File: src/rtl/gpred_pkg.sv
package gpred_pkg;
  typedef logic [1:0] ctr_t;

  localparam ctr_t CTR_SNT = 2'b00;
  localparam ctr_t CTR_WNT = 2'b01;
  localparam ctr_t CTR_WT  = 2'b10;
  localparam ctr_t CTR_ST  = 2'b11;

  // Saturating step of a 2-bit direction counter.
  function automatic ctr_t ctr_next(input ctr_t cur, input logic taken);
    ctr_t res;
    if (taken) res = (cur == CTR_ST)  ? CTR_ST  : cur + 2'd1;
    else       res = (cur == CTR_SNT) ? CTR_SNT : cur - 2'd1;
    return res;
  endfunction
endpackage

File: src/rtl/gpred_hist.sv
module gpred_hist #(
  parameter int HIST_BITS = 2,
  localparam int HW = (HIST_BITS > 0) ? HIST_BITS : 1
) (
  input  logic          clk,
  input  logic          rst,
  input  logic          shift_en,
  input  logic          bit_in,
  output logic [HW-1:0] hist_o
);
  generate
    if (HIST_BITS == 0) begin : g_none
      logic unused_hist;
      assign unused_hist = ^{clk, rst, shift_en, bit_in};
      assign hist_o = '0;
    end else if (HIST_BITS == 1) begin : g_one
      always_ff @(posedge clk) begin
        if (rst)           hist_o <= '0;
        else if (shift_en) hist_o <= bit_in;
      end
    end else begin : g_multi
      always_ff @(posedge clk) begin
        if (rst)           hist_o <= '0;
        else if (shift_en) hist_o <= {hist_o[HW-2:0], bit_in};
      end
    end
  endgenerate
endmodule

File: src/rtl/gpred_index.sv
module gpred_index #(
  parameter int PC_W      = 32,
  parameter int ROW_BITS  = 4,
  parameter int HIST_BITS = 2,
  localparam int HW    = (HIST_BITS > 0) ? HIST_BITS : 1,
  localparam int IDX_W = ROW_BITS + HIST_BITS
) (
  input  logic [PC_W-1:0]  pc,
  input  logic [HW-1:0]    hist,
  output logic [IDX_W-1:0] idx
);
  logic [ROW_BITS-1:0] row;
  logic unused_pc;

  // word-aligned: bits [1:0] carry nothing; upper bits are not tagged
  assign row       = pc[ROW_BITS+1:2];
  assign unused_pc = ^{pc[PC_W-1:ROW_BITS+2], pc[1:0]};

  generate
    if (HIST_BITS == 0) begin : g_flat
      logic unused_h;
      assign unused_h = ^hist;
      assign idx = row;
    end else begin : g_corr
      assign idx = {row, hist};
    end
  endgenerate
endmodule

File: src/rtl/gpred_table.sv
module gpred_table
  import gpred_pkg::*;
#(
  parameter int IDX_W = 6,
  localparam int ENTRIES = 1 << IDX_W
) (
  input  logic             clk,
  input  logic             rst,
  input  logic [IDX_W-1:0] rd_idx,
  output ctr_t             rd_ctr,
  input  logic             wr_en,
  input  logic [IDX_W-1:0] wr_idx,
  input  logic             wr_taken,
  output ctr_t             wr_old,
  output ctr_t             wr_new
);
  ctr_t ctr_q [ENTRIES];

  assign rd_ctr = ctr_q[rd_idx];
  assign wr_old = ctr_q[wr_idx];
  assign wr_new = ctr_next(wr_old, wr_taken);

  always_ff @(posedge clk) begin
    if (rst) begin
      for (int i = 0; i < ENTRIES; i++) ctr_q[i] <= CTR_WNT;
    end else if (wr_en) begin
      ctr_q[wr_idx] <= wr_new;
    end
  end
endmodule

File: src/rtl/corr_branch_predictor.sv
module corr_branch_predictor
  import gpred_pkg::*;
#(
  parameter int PC_W      = 32,
  parameter int ROW_BITS  = 4,
  parameter int HIST_BITS = 2
) (
  input  logic            clk,
  input  logic            rst,
  input  logic [PC_W-1:0] pred_pc,
  output logic            pred_taken,
  input  logic            upd_valid,
  input  logic [PC_W-1:0] upd_pc,
  input  logic            upd_taken
);
  localparam int HW    = (HIST_BITS > 0) ? HIST_BITS : 1;
  localparam int IDX_W = ROW_BITS + HIST_BITS;

  logic [HW-1:0]    ghist;
  logic [IDX_W-1:0] rd_idx;
  logic [IDX_W-1:0] wr_idx;
  ctr_t             rd_ctr;
  ctr_t             wr_old;
  ctr_t             wr_new;

  gpred_hist #(.HIST_BITS(HIST_BITS)) hist_i (
    .clk(clk), .rst(rst), .shift_en(upd_valid), .bit_in(upd_taken),
    .hist_o(ghist)
  );

  gpred_index #(.PC_W(PC_W), .ROW_BITS(ROW_BITS), .HIST_BITS(HIST_BITS)) rd_ix_i (
    .pc(pred_pc), .hist(ghist), .idx(rd_idx)
  );

  gpred_index #(.PC_W(PC_W), .ROW_BITS(ROW_BITS), .HIST_BITS(HIST_BITS)) wr_ix_i (
    .pc(upd_pc), .hist(ghist), .idx(wr_idx)
  );

  gpred_table #(.IDX_W(IDX_W)) tbl_i (
    .clk(clk), .rst(rst),
    .rd_idx(rd_idx), .rd_ctr(rd_ctr),
    .wr_en(upd_valid), .wr_idx(wr_idx), .wr_taken(upd_taken),
    .wr_old(wr_old), .wr_new(wr_new)
  );

  assign pred_taken = rd_ctr[1];
endmodule

File: config.mk
export PLATFORM = sky130hd
export DESIGN_NAME = corr_branch_predictor
export DESIGN_NICKNAME = d
export VERILOG_FILES = /design/src/rtl/gpred_pkg.sv /design/src/rtl/gpred_hist.sv /design/src/rtl/gpred_index.sv /design/src/rtl/gpred_table.sv /design/src/rtl/corr_branch_predictor.sv
export SDC_FILE = /design/constraint.sdc
export NUM_CORES = 1
export LEC_CHECK = 0
export BUFFER_PORTS_ARGS = -buffer_cell sky130_fd_sc_hd__buf_2
export CAP_MARGIN = 25
export CORE_ASPECT_RATIO = 0.7
export CORE_MARGIN = 3
export CORE_UTILIZATION = 55
export CTS_BUF_LIST = sky130_fd_sc_hd__clkbuf_4 sky130_fd_sc_hd__clkbuf_8
export CTS_CLUSTER_SIZE = 10
export DETAILED_ROUTE_END_ITERATION = 10
export PLACE_DENSITY = 0.75
export SLEW_MARGIN = 10
export SYNTH_ARGS = -nofsm -noshare
export SYNTH_HDL_FRONTEND = slang
export SYNTH_SLANG_ARGS = --single-unit
File: constraint.sdc
create_clock -name clk -period 6.9 [get_ports clk]
set_input_delay 0.69 -clock clk [delete_from_list [all_inputs] [get_ports clk]]
set_output_delay 0.69 -clock clk [all_outputs]
set_load 0.05 [all_outputs]
After elaboration in Yosys (flattened, before gate mapping):

Memory sizes are Yosys's and may differ from the RTL's.
Cells that the tools add are included.

* $add $sub $neg: 2
* equality and inequality tests: 1
* mux-type cells: 11
* reductions and logical operators: 2

Operator list (count)
* 2-bit two-way mux: 4
* 1-bit two-way mux: 6
* 6-bit two-way mux: 1
* 2-bit by 1-bit adder with 2-bit output (second input constant): 1
* 2-bit == test (second input constant): 1
* 2-bit logical NOT: 1
* 2-bit OR reduction: 1
* 2-bit by 1-bit subtractor with 2-bit output (second input constant): 1

* register bits after elaboration: 2
* RAM bits: 128
* bits of input ports: 68
* output and inout bits: 1
* word-level logic and storage cells: 18
* memories kept: 1

Memories
* tbl_i.ctr_q: words 64, bits a word 2, rd ports 2, clocked after memory_dff 0, wr ports 64, line gpred_table.sv:17 `ctr_t ctr_q [ENTRIES];`

Depth between registers and ports, before layout:

Gate-level depths: netlist of the first run.

* depth in word-level cells: 5
* depth in mapped cells: 11
* mapped depth without buffers: 7

Cells and area by module:

Synthesis of the first run repeated with hierarchy kept, for this count alone.

* cells, all modules: 661
* area, all modules: 7758.7 um^2

Modules (own cells, without submodules)
* gpred_table: times used 1, cells an instance 643, area each 7601.0 um^2, sequential area each 3843.7 um^2
* gpred_index: times used 2, cells an instance 6, area each 45.0 um^2, sequential area each 0.0 um^2
* gpred_hist: times used 1, cells an instance 6, area each 67.6 um^2, sequential area each 40.0 um^2

Least setup slack after synthesis of the first run:

OpenSTA, ideal clock, no wires.

* kind: in2reg
* start: input port upd_pc[2]
* end: memory tbl_i.ctr_q[19][1] (netlist name) (data pin)
* library setup time: 0.275 ns
* data arrival time: 2.754 ns
* required time: 6.625 ns
* setup slack: 3.871 ns
* cell stages on the path: 9
* buffers on the path: 3
* cell sequence: buf_2 -> clkbuf_1 -> o221ai_1 -> a222oi_1 -> o22a_1 -> nand3b_1 -> o21ai_1 -> clkbuf_1 -> a21boi_0

RTL lines
* start, declared: line corr_branch_predictor.sv:13 `input logic [PC_W-1:0] upd_pc,`
* end, declared: line gpred_table.sv:17

==> metrics.log, run 1 <==
[metrics] result of the run: complete, no violations
[metrics] Avg WL per Cell: around 24 um
[metrics] Hold Violations, Final: 0
[metrics] number of warning messages in the yosys log: 0
[metrics] fraction of registers with async set/reset: 0
[metrics] total length of routed wires: 17.9 mm
[metrics] slowest stage cell on the critical path: or4_1
[metrics] total number of placement rows: 34
[metrics] number of antenna violations at the first check in global routing: 0
[metrics] sequential area share after synthesis: 0.547
[metrics] clock transition at the registers of the reported paths: roughly 0.08 ns
[metrics] Post-CTS Setup Bufs: 0
[metrics] total CTS buffers: 17
[metrics] vias in the first global route: ~4,900
[metrics] number of H-tree levels: 4
[metrics] Crit path required time: between 7 and 8 ns
[metrics] highest attainable clock frequency: 0.225 GHz
[metrics] Hold-fix buffers, CTS: 0
[metrics] deepest clock path buffer count: 2
[metrics] power share of the sequential group: 0.506
[metrics] fraction of power spent switching nets: 0.274
[metrics] Final period util: 0.644
[metrics] PortBufs: 12
[metrics] layout cell share with drive strength beyond 1: 0.221
[metrics] Crit Path Category: reg2reg
[metrics] total half-perimeter wirelength after legalization and detailed placement: around 11 mm
[metrics] Max VDD drop: 139 uV
[metrics] fraction of post-synthesis cell area in the top cell type by area: 0.542
[metrics] routability congestion estimate from global placement: roughly 0.88
[metrics] Total Die Area: roughly 14,000 um2
[metrics] worst rel slew slack: 0.359
[metrics] combinational power share: 0.131
[metrics] CTS Root Cell: clkbuf_8
[metrics] later-pin clock latency in the skew report: about 0.46 ns
[metrics] critical path fanouts, max: 39
[metrics] count of flip-flops with a built-in enable after synthesis: around 130
[metrics] clock skew: ~0.015 ns
[metrics] part of the power in the clock network: 0.363
[metrics] Starting Density: 0.567
[metrics] CTS sink count: 130
[metrics] count of unresolved DRC violations after routing: 0
[metrics] max-cap violations: 0
[metrics] pre-CTS setup slack: between 2 and 2.5 ns
[metrics] first-pass GRT wire length: approximately 28 mm
[metrics] DRC violation total after the first TritonRoute iteration: just over 800
[metrics] Yosys cell types: 55
[metrics] Design Power: around 1800 uW
[metrics] Final setup viols: 0
[metrics] arrival time worst endpoint: 4.59 ns
[metrics] pin count of the biggest net entering global routing: just over 70
[metrics] router iterations before antenna repair: 6
[metrics] Cell Int Power: 1280 uW
[metrics] most common cell type on the critical path: buf_4
[metrics] number of pins exceeding their max-slew limit in the final report: 0
[metrics] synthesis-to-finish area growth: 7.12%
[metrics] gate count after technology mapping: 585
[metrics] minimum period implied by the final worst setup slack: about 4.4 ns
[metrics] overflow left after global routing: 0
[metrics] pin slew with the least headroom to its limit: between 0.9 and 1 ns
[metrics] syn nets: 653
[metrics] final instance count without filler cells: 750
[metrics] Critical Path Start Type: register
[metrics] dominant cell type by area after synthesis: edfxtp_1
[metrics] TritonCTS clock tree: built
[metrics] top-level I/O count: around 70
[metrics] per-instance average area after synthesis: around 12 um2
[metrics] element type at the critical path end: register
[metrics] y dimension of the die: between 100 and 150 um
[metrics] die width: around 140 um
[metrics] leakage power total: 0.00241 uW
[metrics] net switching power of the design: ~480 uW
[metrics] average vias per placed instance: 6.75
[metrics] total routing resource utilization after global routing: 0.259
[metrics] post-synth design cell area: 7100 um2
[metrics] leading register cell type out of synthesis: edfxtp_1
[metrics] power density relative to cell area: 231 nW/um2
[metrics] area of the core: between 10,000 and 15,000 um2
[metrics] Final TNS setup: 0 ns
[metrics] vias after detailed routing: 5,061
[metrics] list of cells traversed by the critical path: buf_4 -> mux4_2 -> mux2i_1 -> o22ai_1 -> or4_1 -> a31oi_4 -> buf_16 -> buf_4 -> o211ai_1
[metrics] Hold Worst Slack: 0.592 ns
[metrics] nets@finish: roughly 640
[metrics] flops & latches, synth: 130
[metrics] remaining antenna violation count: 0
[metrics] unrepaired setup endpoints after global routing: false
[metrics] cells resized by post-CTS repair: 0
[metrics] count of placed standard cells including taps: ~700
[metrics] class of the tightest hold or removal check: in2reg
[metrics] leading cell types by total area after synthesis: edfxtp_1 54%, mux4_2 6.3%, or2_2 3.5%
[metrics] final critical-path setup slack: about 2.5 ns
[metrics] Antenna diodes: 0
[metrics] highest cell delay on the worst timing path: ~0.73 ns
routing by layer:
| layer | track usage | vias up | routed length [um] |
|---|---|---|---|
| li1 | - | 2202 | - |
| met1 | 0.374 | 2542 | 7610 |
| met2 | 0.392 | 278 | 8350 |
| met3 | 0.0593 | 39 | 1550 |
| met4 | 0.0863 | 0 | 371 |
| met5 | 0 | - | 0 |
path summary, 6_finish.rpt:
kind	startpoint	endpoint	slack [ns]	cells after the start
hold / removal	upd_valid	hist_i.hist_o[1]$_SDFFE_PP0P_	0.59	3
setup reg to reg	hist_i.hist_o[0]$_SDFFE_PP0P_	tbl_i.ctr_q[9][0]$_SDFFCE_PN1P_	2.46	9
hold reg to reg	hist_i.hist_o[1]$_SDFFE_PP0P_	hist_i.hist_o[1]$_SDFFE_PP0P_	0.61	2
setup / recovery	hist_i.hist_o[0]$_SDFFE_PP0P_	tbl_i.ctr_q[9][0]$_SDFFCE_PN1P_	2.46	9
layout by cell type, fill, tap and decap left out, types with 3 or more instances in the layout:
| cell | Yosys | routed |
|---|---|---|
| a211oi_1 | 7 | 7 |
| buf_4 | 2 | 9 |
| a21boi_0 | 28 | 28 |
| o21ai_1 | 11 | 10 |
| o211ai_1 | 9 | 9 |
| nand3_1 | 3 | 3 |
| or3b_2 | 3 | 3 |
| a21oi_1 | 20 | 20 |
| mux4_2 | 20 | 20 |
| clkinv_2 | 0 | 5 |
| or3_1 | 3 | 3 |
| nand2b_1 | 22 | 22 |
| mux2i_1 | 20 | 20 |
| nor3_1 | 4 | 4 |
| inv_1 | 3 | 3 |
| o22ai_1 | 5 | 5 |
| or2_2 | 40 | 40 |
| a21o_1 | 7 | 7 |
| buf_2 | 15 | 12 |
| nand3b_1 | 7 | 7 |
| nand2_1 | 30 | 30 |
| a221o_1 | 3 | 3 |
| nor3b_1 | 3 | 3 |
| a22o_1 | 3 | 3 |
| edfxtp_1 | 128 | 128 |
| a21boi_1 | 11 | 11 |
| o21bai_1 | 19 | 19 |
| and3b_1 | 3 | 3 |
| mux4_1 | 3 | 3 |
| o21ai_0 | 33 | 33 |
| nor2b_1 | 3 | 3 |
| mux2_2 | 5 | 5 |
| clkbuf_8 | 0 | 17 |
| nor2_1 | 49 | 49 |
cell usage after synthesis (5+ instances only):
cell,number
mux2i_1,20
buf_6,7
mux2_2,5
o21ai_1,11
nor2_1,49
a21boi_1,11
o211ai_1,9
nand2_1,30
o21ai_0,33
clkbuf_1,25
mux4_2,20
a211oi_1,7
a21o_1,7
a21oi_1,20
nand3b_1,7
or2_2,40
o21bai_1,19
o22ai_1,5
buf_2,15
a21boi_0,28
nand2b_1,22
edfxtp_1,128
cell type report:
type / instances / area, um2
multi-input cells: 399 / 2930
repair buffers: 24 / 188
fillers: 1005 / 4900
clock buffers: 18 / 241
inverters: 3 / 11.3
flip-flops and latches: 130 / 3890
well taps: 162 / 203
clock inverters: 14 / 139
power by group through the flow:
stage	clock, uW	sequential [uW]	combinational (uW)
after floorplan	0	900	164
after global placement	0	905	211
after detailed placement	0	906	225
after CTS	636	889	226
after global routing	669	890	244
final	638	889	230
cells by family after synthesis:
logic type / Yosys count / synth area share
simple gates: 179 / 0.134
compound gates: 171 / 0.165
flops: 130 / 0.547
mux: 49 / 0.112
buf+inv: 56 / 0.0409
critical path: cells and delay by family (launching register included):
family	cells	cell delay (ns)
AOI/OAI and AO/OA	3	0.83
and+or+nand+nor	1	0.73
muxes	2	0.80
buffers and inverters	3	1.11
DFF	1	0.62
registers in the layout, summed over array words and instances, names as in the netlist:
name,flops
hist_i.hist_o,2
tbl_i.ctr_q,128
metrics by stage:
step	utilization	instance area [um2]
after floorplan	-	7100
after global placement	0.573	7160
after detailed placement	0.577	7220
after CTS	0.607	7600
after global routing	0.608	7600
final	0.608	7600
Power figures use the tool's default switching activity.
==> run 2: changes to the inputs <==
--- a/config.mk
+++ b/config.mk
@@ -13,7 +13,7 @@
 export CTS_BUF_LIST = sky130_fd_sc_hd__clkbuf_4 sky130_fd_sc_hd__clkbuf_8
 export CTS_CLUSTER_SIZE = 10
 export DETAILED_ROUTE_END_ITERATION = 10
-export PLACE_DENSITY = 0.75
+export PLACE_DENSITY = 0.78
 export SLEW_MARGIN = 10
 export SYNTH_ARGS = -nofsm -noshare
 export SYNTH_HDL_FRONTEND = slang
==> constraint.sdc (replaced) <==
create_clock -name clk -period 3.9 [get_ports clk]
set_input_delay 0.39 -clock clk [delete_from_list [all_inputs] [get_ports clk]]
set_output_delay 0.39 -clock clk [all_outputs]
set_load 0.05 [all_outputs]
==> run 2 against run 1 <==
Highest routed layer unchanged; critical path depth is 4 lower; sequential power rose by 78%; first-iteration DRC count shrank 21%; critical endpoint is now pred_taken; final area rose by 1.1%.
==> metrics.log, run 2 (synthesis gave the netlist of run 1 again) <==
[metrics] Crit path required time: roughly 3.5 ns
[metrics] CTS Root Cell: clkbuf_8
[metrics] final critical-path setup slack: between 0.1 and 0.15 ns
[metrics] registers with the most flip-flops: tbl_i.ctr_q x128, hist_i.hist_o x2
[metrics] critical path fanouts, max: 25
[metrics] Crit Path Category: reg2out
[metrics] pre-CTS setup slack: between 0.2 and 0.25 ns
[metrics] unrepaired setup endpoints after global routing: false
[metrics] number of inserted filler cells in the final layout: between 900 and 1,000
[metrics] Critical Path Start Type: register
[metrics] top-level I/O count: between 60 and 70
[metrics] total routing resource utilization after global routing: 0.264
[metrics] Worst R2R End: tbl_i.ctr_q[44][1]$_SDFFCE_PN0P_
[metrics] DRC violation total after the first TritonRoute iteration: approximately 650
[metrics] Starting Density: 0.567
[metrics] Hold-fix buffers, CTS: 0
[metrics] overflow left after global routing: 0
[metrics] result of the run: complete, no violations
[metrics] minimum period implied by the final worst setup slack: 3.76 ns
[metrics] Final TNS setup: 0 ns
[metrics] Hold Violations, Final: 0
[metrics] element type at the critical path end: output port
[metrics] later-pin clock latency in the skew report: 0.44 ns
[metrics] die width: 142 um
[metrics] routability congestion estimate from global placement: approximately 0.89
[metrics] CTS sink count: 130
[metrics] remaining antenna violation count: 0
[metrics] minimum setup slack among reg-to-reg paths: ~0.2 ns
[metrics] Design Power: roughly 3200 uW
[metrics] clock skew: about 0.011 ns
[metrics] clock transition at the registers of the reported paths: around 0.07 ns
[metrics] TritonCTS clock tree: built
[metrics] most common cell after layout, fill and taps aside: edfxtp_1
[metrics] Final period util: 0.964
[metrics] pin count of the biggest net entering global routing: 42
[metrics] list of cells traversed by the critical path: buf_4 -> mux4_2 -> mux4_2 -> mux4_2 -> buf_2
[metrics] launch point of the critical path: hist_i.hist_o[0]$_SDFFE_PP0P_
[metrics] power density relative to cell area: about 400 nW/um2
[metrics] number of flip-flops under the largest register name: 128
[metrics] Final setup viols: 0
[metrics] total CTS buffers: 17
[metrics] class of the tightest hold or removal check: in2reg
[metrics] total length of routed wires: between 15 and 20 mm
[metrics] hold path depth: 3
[metrics] synthesis-to-finish area growth: 8.27%
[metrics] router iterations before antenna repair: 5
[metrics] most common cell type on the critical path: mux4_2
[metrics] depth of the worst register-to-register path: 8
[metrics] highest attainable clock frequency: approximately 0.27 GHz
[metrics] highest cell delay on the worst timing path: roughly 0.76 ns
[metrics] count of unresolved DRC violations after routing: 0
[metrics] end of the worst hold path: hist_i.hist_o[0]$_SDFFE_PP0P_
[metrics] vias in the first global route: approximately 5,000
[metrics] fraction of the core area covered by cells at the end of the flow: 0.614
[metrics] slowest stage cell on the critical path: dfxtp_2
[metrics] average vias per placed instance: 6.69
[metrics] arrival time worst endpoint: about 3.4 ns
[metrics] vias after detailed routing: around 5,000
[metrics] most frequent cells in the layout: 128 x edfxtp_1, 49 x nor2_1, 40 x or2_2
[metrics] Max VDD drop: roughly 330 uV
[metrics] nets@finish: 650
[metrics] total number of placement rows: 34
[metrics] total half-perimeter wirelength after legalization and detailed placement: 11.8 mm
[metrics] area of the core: about 13,000 um2
[metrics] max-cap violations: 0
[metrics] first-pass GRT wire length: approximately 28 mm
[metrics] Post-CTS Setup Bufs: 0
[metrics] Avg WL per Cell: 23.6 um
[metrics] Antenna diodes: 0
[metrics] leakage power total: about 0.0025 uW
[metrics] layout cell share with drive strength beyond 1: 0.227
[metrics] deepest clock path buffer count: 2
[metrics] pin slew with the least headroom to its limit: slightly below 0.9 ns
[metrics] PortBufs: 12
[metrics] beginning of the worst hold path: upd_taken
[metrics] cells resized by post-CTS repair: 0
[metrics] y dimension of the die: between 100 and 150 um
[metrics] number of H-tree levels: 4
[metrics] number of pins exceeding their max-slew limit in the final report: 0
[metrics] Total Die Area: approximately 14,000 um2
[metrics] number of antenna violations at the first check in global routing: 0
[metrics] register containing the most flip-flops in the final layout: tbl_i.ctr_q
[metrics] reg2reg start: hist_i.hist_o[0]$_SDFFE_PP0P_
[metrics] worst rel slew slack: 0.402
run 2: changes by cell type in the layout (fill, tap and decap cells not counted):
cell / delta
clkinv_4: -1
inv_6: -2
bufinv_16: +1
buf_4: +6
buf_16: -2
buf_12: +4
clkbuf_2: -1
clkinv_2: -2
clkinv_1: +2
clkbuf_4: +2
run 2: worst max-delay path: cells and delay by family, from the launching register on:
family	cells	cell delay (ns)
buffers and inverters	2	0.58
DFF	1	0.76
muxes	3	1.57
run 2: where the power goes:
part | total, uW | switching, uW | internal, uW | leakage [uW]
Clock | 1170 | 529 | 644 | 0.000199
Combinational | 408 | 272 | 136 | 0.00112
Sequential | 1580 | 20.5 | 1560 | 0.00113
Total | 3160 | 822 | 2340 | 0.00245
run 2: stage by stage:
step	instance area [um2]	hold WS [ns]	cells
2_1_floorplan	7100	0.537	585
6_report	7680	0.314	757
3_3_place_gp	7290	0.740	725
4_1_cts	7680	0.301	757
3_5_place_dp	7290	0.764	725
5_1_grt	7680	0.347	757
run 2: worst max-delay path by stage:
stage,end,slack (ns),cells past startpoint
after global placement,tbl_i.ctr_q[31][1]$_SDFFCE_PN0P_,0.26,8
final,pred_taken,0.14,5
after detailed placement,tbl_i.ctr_q[44][1]$_SDFFCE_PN0P_,0.20,8
after floorplan,tbl_i.ctr_q[19][1]$_SDFFCE_PN0P_,0.98,9
after CTS,pred_taken,0.14,5
after global routing,tbl_i.ctr_q[27][1]$_SDFFCE_PN0P_,0.02,8
run 2: layer usage:
layer	vias to the layer above	wire, um	track usage
met5	-	0	0
li1	2220	-	-
met1	2480	6940	0.365
met3	40	2290	0.0787
met2	327	8200	0.399
met4	0	469	0.0988
run 2: layout make-up:
class	instances	area, um2	area share
clock buffer	20	256	0.0334
clock inverter	12	140	0.0182
inverter	3	11.3	0.00147
multi-input combinational	399	2930	0.382
sequential	130	3890	0.506
tap	162	203	0.0264
timing repair buffer	31	253	0.0329
==> run 3: changes to the inputs <==
--- a/config.mk
+++ b/config.mk
@@ -9,12 +9,14 @@
 export CAP_MARGIN = 25
 export CORE_ASPECT_RATIO = 0.7
 export CORE_MARGIN = 3
-export CORE_UTILIZATION = 55
-export CTS_BUF_LIST = sky130_fd_sc_hd__clkbuf_4 sky130_fd_sc_hd__clkbuf_8
+export CORE_UTILIZATION = 54
+export CTS_BUF_LIST = sky130_fd_sc_hd__clkbuf_8 sky130_fd_sc_hd__clkbuf_16
 export CTS_CLUSTER_SIZE = 10
 export DETAILED_ROUTE_END_ITERATION = 10
-export PLACE_DENSITY = 0.78
+export GPL_TIMING_DRIVEN = 0
+export PLACE_DENSITY = 0.77
 export SLEW_MARGIN = 10
 export SYNTH_ARGS = -nofsm -noshare
 export SYNTH_HDL_FRONTEND = slang
 export SYNTH_SLANG_ARGS = --single-unit
+export TNS_END_PERCENT = 5
==> run 3 against run 2 <==
Sequential power about the same; non-clock buffer count up 35; flip-flop and latch count unchanged; clock skew down 0.0030 ns; first-iteration DRC count up 45%; worst setup slack worse by 0.046 ns; power up 12%; critical path depth up 6.
==> metrics.log, run 3 (synthesis gave the netlist of run 1 again) <==
[metrics] result of the run: complete, no violations
[metrics] total area of multi-input combinational cells: 2930 um2
[metrics] Starting Density: 0.562
[metrics] power density relative to cell area: around 450 nW/um2
[metrics] Hold Violations, Final: 0
[metrics] total length of routed wires: between 20 and 25 mm
[metrics] registers with the most flip-flops: tbl_i.ctr_q x128, hist_i.hist_o x2
[metrics] CTS Root Cell: clkbuf_16
[metrics] register containing the most flip-flops in the final layout: tbl_i.ctr_q
[metrics] area of the core: between 10,000 and 15,000 um2
[metrics] minimum period implied by the final worst setup slack: approximately 3.8 ns
[metrics] number of flip-flops under the largest register name: 128
[metrics] most frequent cells in the layout: 128 x edfxtp_1, 49 x nor2_1, 40 x or2_2
[metrics] top-level I/O count: 69
[metrics] pin slew with the least headroom to its limit: between 0.9 and 1 ns
[metrics] depth of the worst register-to-register path: 11
[metrics] number of H-tree levels: 4
[metrics] first-pass GRT wire length: 32.3 mm
[metrics] element type at the critical path end: register
[metrics] Antenna diodes: 0
[metrics] critical path fanouts, max: 10
[metrics] deepest clock path buffer count: 2
[metrics] leakage power total: 0.00258 uW
[metrics] count of unresolved DRC violations after routing: 0
[metrics] number of inserted filler cells in the final layout: 991
[metrics] final critical-path setup slack: slightly below 0.1 ns
[metrics] class of the tightest hold or removal check: in2reg
[metrics] Avg WL per Cell: about 27 um
[metrics] total CTS buffers: 17
[metrics] vias in the first global route: roughly 5,400
[metrics] DRC violation total after the first TritonRoute iteration: 941
[metrics] TritonCTS clock tree: built
[metrics] Storage cell area: roughly 4000 um2
[metrics] total number of placement rows: 34
[metrics] worst rel slew slack: 0.362
[metrics] Final period util: 0.975
[metrics] Crit Path Category: reg2reg
[metrics] clock skew: ~0.0083 ns
[metrics] most common cell after layout, fill and taps aside: edfxtp_1
[metrics] total routing resource utilization after global routing: 0.306
[metrics] later-pin clock latency in the skew report: 0.42 ns
[metrics] router iterations before antenna repair: 8
[metrics] layout cell share with drive strength beyond 1: 0.224
[metrics] reg2reg start: hist_i.hist_o[0]$_SDFFE_PP0P_
[metrics] launch point of the critical path: hist_i.hist_o[0]$_SDFFE_PP0P_
[metrics] overflow left after global routing: 0
[metrics] arrival time worst endpoint: about 3.9 ns
[metrics] Worst R2R End: tbl_i.ctr_q[19][1]$_SDFFCE_PN0P_
[metrics] total half-perimeter wirelength after legalization and detailed placement: ~15 mm
[metrics] remaining antenna violation count: 0
[metrics] final instance count without filler cells: 791
[metrics] die width: 143 um
[metrics] routability congestion estimate from global placement: about 1
[metrics] Crit path required time: just over 4 ns
[metrics] nets@finish: about 700
[metrics] number of antenna violations at the first check in global routing: 1
[metrics] highest attainable clock frequency: around 0.26 GHz
[metrics] minimum setup slack among reg-to-reg paths: ~0.096 ns
[metrics] Total Die Area: 14,600 um2
[metrics] Max VDD drop: ~340 uV
[metrics] PortBufs: 12
[metrics] CTS sink count: 130
[metrics] pre-CTS setup slack: -0.180 ns
[metrics] Critical Path Start Type: register
[metrics] Final setup viols: 0
[metrics] max-cap violations: 0
[metrics] Worst Setup EP: tbl_i.ctr_q[19][1]$_SDFFCE_PN0P_
[metrics] clock transition at the registers of the reported paths: roughly 0.060 ns
[metrics] unrepaired setup endpoints after global routing: false
[metrics] pin count of the biggest net entering global routing: 17
[metrics] vias after detailed routing: between 5,000 and 6,000
[metrics] count of placed standard cells including taps: 760
[metrics] y dimension of the die: just over 100 um
[metrics] number of pins exceeding their max-slew limit in the final report: 0
[metrics] average vias per placed instance: 6.93
[metrics] synthesis-to-finish area growth: 11.7%
## run 3: changes by cell type in the layout (fill, tap and decap cells not counted), moves of 4 or more
cell	delta
buf_12	-4
clkbuf_16	+17
buf_4	-13
buf_2	+15
clkbuf_8	-17
clkbuf_1	+20
clkbuf_2	+6
buf_6	+7
## run 3: layer usage
metal	vias up	GRT usage	part of all wire
met5	-	0	0
met4	0	0.110	0.031
met3	74	0.102	0.14
met2	417	0.458	0.44
met1	2701	0.424	0.39
li1	2288	-	-
## run 3: how the worst min path moves through the flow
stage	from	endpoint	cells after the start
2_1_floorplan	upd_taken	hist_i.hist_o[0]$_SDFFE_PP0P_	2
3_3_place_gp	upd_valid	hist_i.hist_o[1]$_SDFFE_PP0P_	3
5_1_grt	upd_valid	hist_i.hist_o[1]$_SDFFE_PP0P_	3
3_5_place_dp	upd_valid	hist_i.hist_o[1]$_SDFFE_PP0P_	3
6_report	upd_valid	hist_i.hist_o[1]$_SDFFE_PP0P_	3
4_1_cts	upd_valid	hist_i.hist_o[1]$_SDFFE_PP0P_	3
## run 3: where the power goes
| part | leakage (uW) | total, uW | switching [uW] | internal (uW) |
|---|---|---|---|---|
| registers | 0.00113 | 1570 | 11.6 | 1560 |
| clock network | 0.000271 | 1510 | 592 | 920 |
| logic | 0.00118 | 462 | 322 | 141 |
| total | 0.00258 | 3550 | 926 | 2620 |
## run 3: critical path: stages (launching register included)
cell,delay [ns]
dfxtp_1,0.38
buf_4,0.29
clkbuf_4,0.32
buf_2,0.34
inv_1,0.15
a221oi_1,0.25
nor2_1,0.08
o21ai_0,0.34
nand3b_1,0.23
o31ai_4,0.71
buf_6,0.25
a21boi_0,0.14
## run 3: through the flow
stage	cell area [um2]	utilization	total power, uW	hold slack, ns	TNS (ns)
detailed placement	7360	0.583	2040	0.772	-0.805
global route	7930	0.627	3620	0.383	0
floorplan	7100	-	1880	0.537	0
global placement	7360	0.582	2030	0.766	-1.28
CTS	7920	0.627	3510	0.354	0
finish	7930	0.627	3550	0.365	0
## run 3: layout make-up
| type | instances | share of cell area |
|---|---|---|
| Multi-Input combinational cell | 399 | 0.369 |
| Timing Repair Buffer | 13 | 0.00821 |
| Clock inverter | 14 | 0.0158 |
| Sequential cell | 130 | 0.490 |
| Tap cell | 162 | 0.0256 |
| Buffer | 53 | 0.0363 |
| Inverter | 3 | 0.00142 |
| Clock buffer | 17 | 0.0537 |
## run 3: what timing repair did
action,4_1_cts,5_1_grt
pin swaps,0,1
endpoints found under the setup margin,10,73
resized for setup,1,11
hold buffers,0,0
buffers inserted,0,0
